===== src/rtl/parity_log_pkg.sv =====
package parity_log_pkg;
  typedef enum logic [1:0] {
    SEL_STATUS = 2'd0,
    SEL_KIND   = 2'd1,
    SEL_ADDR   = 2'd2,
    SEL_SPARE  = 2'd3
  } reg_sel_e;

  localparam logic [1:0] KIND_CLEAR_ALL = 2'b11;

  // Odd parity: the returned bit makes byte plus bit contain an odd number of ones.
  function automatic logic odd_parity(input logic [7:0] b);
    return ~(^b);
  endfunction
endpackage


===== src/rtl/byte_par_gen.sv =====
module byte_par_gen #(
  parameter int NBYTES = 4
) (
  input  logic [NBYTES*8-1:0] data_i,
  output logic [NBYTES-1:0]   par_o
);
  import parity_log_pkg::*;
  for (genvar g = 0; g < NBYTES; g++) begin : g_lane
    assign par_o[g] = odd_parity(data_i[g*8 +: 8]);
  end
endmodule


===== src/rtl/byte_par_check.sv =====
module byte_par_check #(
  parameter int NBYTES = 4
) (
  input  logic                valid_i,
  input  logic [NBYTES*8-1:0] data_i,
  input  logic [NBYTES-1:0]   par_i,
  output logic [NBYTES-1:0]   lane_bad_o,
  output logic                fail_o
);
  logic [NBYTES-1:0] recomputed;

  byte_par_gen #(.NBYTES(NBYTES)) u_regen (
    .data_i (data_i),
    .par_o  (recomputed)
  );

  assign lane_bad_o = recomputed ^ par_i;
  assign fail_o     = valid_i && (|lane_bad_o);
endmodule


===== src/rtl/err_log_state.sv =====
module err_log_state #(
  parameter int ADDR_W = 10
) (
  input  logic              clk_i,
  input  logic              rst_ni,
  input  logic              fail_i,
  input  logic [ADDR_W-1:0] fail_addr_i,
  input  logic              clear_i,
  output logic              status_q_o,
  output logic              uncorr_q_o,
  output logic [ADDR_W-1:0] addr_q_o
);
  always_ff @(posedge clk_i or negedge rst_ni) begin
    if (!rst_ni) begin
      status_q_o <= 1'b0;
      uncorr_q_o <= 1'b0;
      addr_q_o   <= '0;
    end else if (fail_i) begin
      // a new failure outranks a clear in the same cycle
      status_q_o <= 1'b1;
      uncorr_q_o <= 1'b1;
      addr_q_o   <= fail_addr_i;
    end else if (clear_i) begin
      status_q_o <= 1'b0;
      uncorr_q_o <= 1'b0;
    end
  end
endmodule


===== src/rtl/parity_err_logger.sv =====
module parity_err_logger #(
  parameter int DATA_W = 32,
  parameter int ADDR_W = 10,
  parameter int REG_W  = 32
) (
  input  logic                   clk_i,
  input  logic                   rst_ni,
  input  logic [DATA_W-1:0]      wr_data_i,
  output logic [DATA_W/8-1:0]    wr_par_o,
  input  logic                   rd_valid_i,
  input  logic [DATA_W-1:0]      rd_data_i,
  input  logic [DATA_W/8-1:0]    rd_par_i,
  input  logic [ADDR_W-1:0]      rd_addr_i,
  output logic                   rd_err_o,
  output logic                   irq_o,
  input  logic                   reg_we_i,
  input  logic [1:0]             reg_sel_i,
  input  logic [REG_W-1:0]       reg_wdata_i,
  output logic [REG_W-1:0]       reg_rdata_o
);
  import parity_log_pkg::*;

  localparam int NBYTES = DATA_W / 8;

  // named internal events, used by the bound checker
  logic              fail_evt;
  logic              clear_evt;
  logic              status_q;
  logic              uncorr_q;
  logic              corr_bit;
  logic [ADDR_W-1:0] addr_q;
  logic [NBYTES-1:0] lane_bad;
  logic              unused_wdata;

  byte_par_gen #(.NBYTES(NBYTES)) u_wgen (
    .data_i (wr_data_i),
    .par_o  (wr_par_o)
  );

  byte_par_check #(.NBYTES(NBYTES)) u_rchk (
    .valid_i    (rd_valid_i),
    .data_i     (rd_data_i),
    .par_i      (rd_par_i),
    .lane_bad_o (lane_bad),
    .fail_o     (fail_evt)
  );

  assign clear_evt    = reg_we_i && (reg_sel_e'(reg_sel_i) == SEL_KIND)
                        && (reg_wdata_i[1:0] == KIND_CLEAR_ALL);
  assign unused_wdata = ^{reg_wdata_i[REG_W-1:2], lane_bad};

  err_log_state #(.ADDR_W(ADDR_W)) u_state (
    .clk_i       (clk_i),
    .rst_ni      (rst_ni),
    .fail_i      (fail_evt),
    .fail_addr_i (rd_addr_i),
    .clear_i     (clear_evt),
    .status_q_o  (status_q),
    .uncorr_q_o  (uncorr_q),
    .addr_q_o    (addr_q)
  );

  // parity only detects, so the correctable class never occurs
  assign corr_bit = 1'b0;
  assign rd_err_o = fail_evt;
  assign irq_o    = status_q;

  always_comb begin
    reg_rdata_o = '0;
    unique case (reg_sel_e'(reg_sel_i))
      SEL_STATUS: reg_rdata_o[0]          = status_q;
      SEL_KIND:   reg_rdata_o[1:0]        = {uncorr_q, corr_bit};
      SEL_ADDR:   reg_rdata_o[ADDR_W-1:0] = addr_q;
      default:    reg_rdata_o             = '0;
    endcase
  end
endmodule


===== config.mk =====
export PLATFORM = sky130hd
export DESIGN_NAME = parity_err_logger
export DESIGN_NICKNAME = d
export VERILOG_FILES = /design/src/rtl/parity_log_pkg.sv /design/src/rtl/byte_par_gen.sv /design/src/rtl/byte_par_check.sv /design/src/rtl/err_log_state.sv /design/src/rtl/parity_err_logger.sv
export SDC_FILE = /design/constraint.sdc
export NUM_CORES = 1
export LEC_CHECK = 0
export CORE_MARGIN = 5
export CORE_UTILIZATION = 50
export DETAILED_ROUTE_END_ITERATION = 16
export DONT_BUFFER_PORTS = 1
export PLACE_DENSITY_LB_ADDON = 0.25
export SYNTH_ARGS = -nofsm -noshare
export SYNTH_HDL_FRONTEND = slang
export SYNTH_SLANG_ARGS = --single-unit

===== constraint.sdc =====
create_clock -name clk_i -period 2.2 [get_ports clk_i]
set_input_delay 0.11 -clock clk_i [delete_from_list [all_inputs] [get_ports clk_i]]
set_output_delay 0.11 -clock clk_i [all_outputs]
set_load 0.03 [all_outputs]

==> metrics.txt <==
initial core utilization 52.3%; synth-to-layout area growth 8.30%; cells along the critical path xor2_1 -> xnor3_2 -> xnor2_1 -> o41ai_4 -> buf_12 -> inv_1; post-CTS resize count 0; GPL Wtd Cong 0.663; largest area contributor in the synthesized netlist xnor2_1; FF+latch count, synth 11; I/O pins 154; first-pass GRT wire length 3.37 mm; Multi-input gate area 923 um^2; post-route ant nets 0; Final Setup Violations 0; fin crit share 77.3%; Max Slew Vio Count 0; final WL 2.61 mm; clock root cell clkbuf_4; critical hold path startpoint reg_we_i; vias in the first global route 857; unrepaired setup endpoints after global routing false; Cell variety after synth 19; # rows 18; worst hold path type in2reg; critical path peak fanout 12; total die area 3710 um^2; max_cap viols 0; port bufs 0; crit path capture type output pin; Main synth FF type dfrtp_1; total number of vias 789; Ys Warns 0; FMAX 588 MHz; CP Data Required Time 2.09 ns; post-route minimum period 1.70 ns; Nets 256; DRT iter0 DRCs 12; Setup TNS Final 0 ns; drt pass-1 iters 3; Worst Path Arrival 1.59 ns; Synth Area per Inst 10.6 um^2; clock buffer depth 2; top post-synthesis cells by area xnor2_1 (31%), dfrtp_1 (21%), buf_4 (13%); CP Class in2out; H-tree Lvls 1; sequential area share after synthesis 21.2%; cts bufs inserted 3; Vias/cell 4.75; ys async rst share 100%; final hold vios 0; VDD IR-drop max 0.462 mV; GR Overflow Total 0; Pwr Density 659 nW/um^2; worst slew pin tran 0.711 ns; later-pin clock latency in the skew report 0.25 ns; Slew HR 52.3%; largest net degree at the start of global routing 13; drt drc 0; drt wl/cell 15.7 um; Synth Instances 122; Chip Width 60.9 um; clk slew on worst S/H paths 0.06 ns; Post-synth EDFFs 0; CP startpoint kind input pin; Tot GR Track Use 12.0%; status finished, final reports clean; top post-synthesis cells by count xnor2_1 (46), buf_4 (22), dfrtp_1 (11); Sequential Area 275 um^2; clock sink total 11; detailed placer's ending HPWL 2.27 mm; Setup crit start rd_data_i[29]; Synth top area share 31.1%; CORE AREA 2480 um^2; Die H 60.9 um; Post-Syn Area 1300 um^2; Final Power 0.925 mW; initial antenna violation count 0; worst r2r src u_state.status_q_o; CP max stage delay 0.43 ns; clock skew 0 ns; layout cell share with drive strength beyond 1 11.8%; Diodes inserted 0; Filler cells 214; TritonCTS clock tree built; CP max stage cell xnor3_2; most numerous cell in the Yosys netlist xnor2_1; P_leak 0.613 nW
layer usage:
layer	wire [um]	part of all wire, %	GRT usage, %	vias up
li1	-	-	-	368
met1	672	26	9.09	357
met2	1530	59	26.7	64
met3	405	16	3.62	0
met4	0	0	3.72	0
met5	0	0	0	-
cells in the final DEF (no fill, tap or decap):
cell and n:
xnor2_1 46, conb_1 22, dlygate4sd3_1 11, dfrtp_1 11
and2_1 8, mux2_4 8, xor2_1 6, inv_1 3
xnor3_1 3, ha_1 3, clkbuf_4 3, nand2_1 2
mux2_2 2, a22o_1 1, a22oi_1 1, nor2b_1 1
xnor3_2 1, o41ai_4 1, nand4_1 1, clkbuf_1 1
buf_12 1
sequential cells by signal, indices dropped and copies added (netlist names):
| signal | cells |
|---|---|
| u_state.status_q_o | 1 |
| u_state.addr_q_o | 10 |
area by class of cell:
type	count	share of cell area (%)
Tap cell	30	2.67
Multi-Input combinational cell	106	65.8
Timing Repair Buffer	12	9.27
Clock buffer	4	1.87
Inverter	3	0.802
Sequential cell	11	19.6
worst max-delay path, delay by kind of cell:
kind                   cells  cell delay [ns]
XOR/XNOR                   3             0.73
AO/OA/AOI/OAI              1             0.41
buffers and inverters      2             0.34
path summary, 6_finish.rpt:
check	to	slack, ns	cells after the start
max	rd_err_o	0.50	6
min	u_state.status_q_o	0.05	3
max reg2reg	u_state.status_q_o	1.41	2
min reg2reg	u_state.addr_q_o[2]	0.50	1
max in group asynchronous	u_state.addr_q_o[2]	1.63	1
min in group asynchronous	u_state.addr_q_o[6]	0.25	1
power breakdown:
| part | switching (mW) | internal (mW) | total (mW) | leakage [nW] |
|---|---|---|---|---|
| Combinational | 0.292 | 0.237 | 0.529 | 0.472 |
| Clock | 0.0580 | 0.0699 | 0.128 | 0.0150 |
| Sequential | 0.0236 | 0.244 | 0.267 | 0.126 |
logic make-up (layout without fill, tap and decap cells):
group                    Yosys count  after routing  share of synthesized area [%]
other                              1             22                          0.289
flip-flops                        11             11                           21.2
AO/OA/AOI/OAI                      3              3                           2.51
multiplexers                      10             10                           11.0
AND/OR/NAND/NOR                   12             12                           5.41
buffers and inverters             26             19                           14.5
XOR/XNOR                          56             56                           42.2
adder cells (fa/ha/maj)            3              3                           2.90
repair_timing:
action	in CTS	in global routing
hold buffers	9	2
buffers inserted	0	0
endpoints found under the hold margin	19	2
setup endpoints to repair	0	0
metrics by stage:
step           hold WS [ns]  utilization, %  instance area (um^2)  cells  worst slack [ns]
2_1_floorplan        -0.186               -                  1380    143             0.303
3_3_place_gp         -0.185            51.2                  1270    151             0.301
3_5_place_dp         -0.185            51.2                  1270    151             0.285
4_1_cts           0.0000388            55.9                  1380    164             0.481
5_1_grt              0.0699            56.7                  1400    166             0.417
6_report             0.0494            56.7                  1400    166             0.500
(Power assumes the default switching activity.)
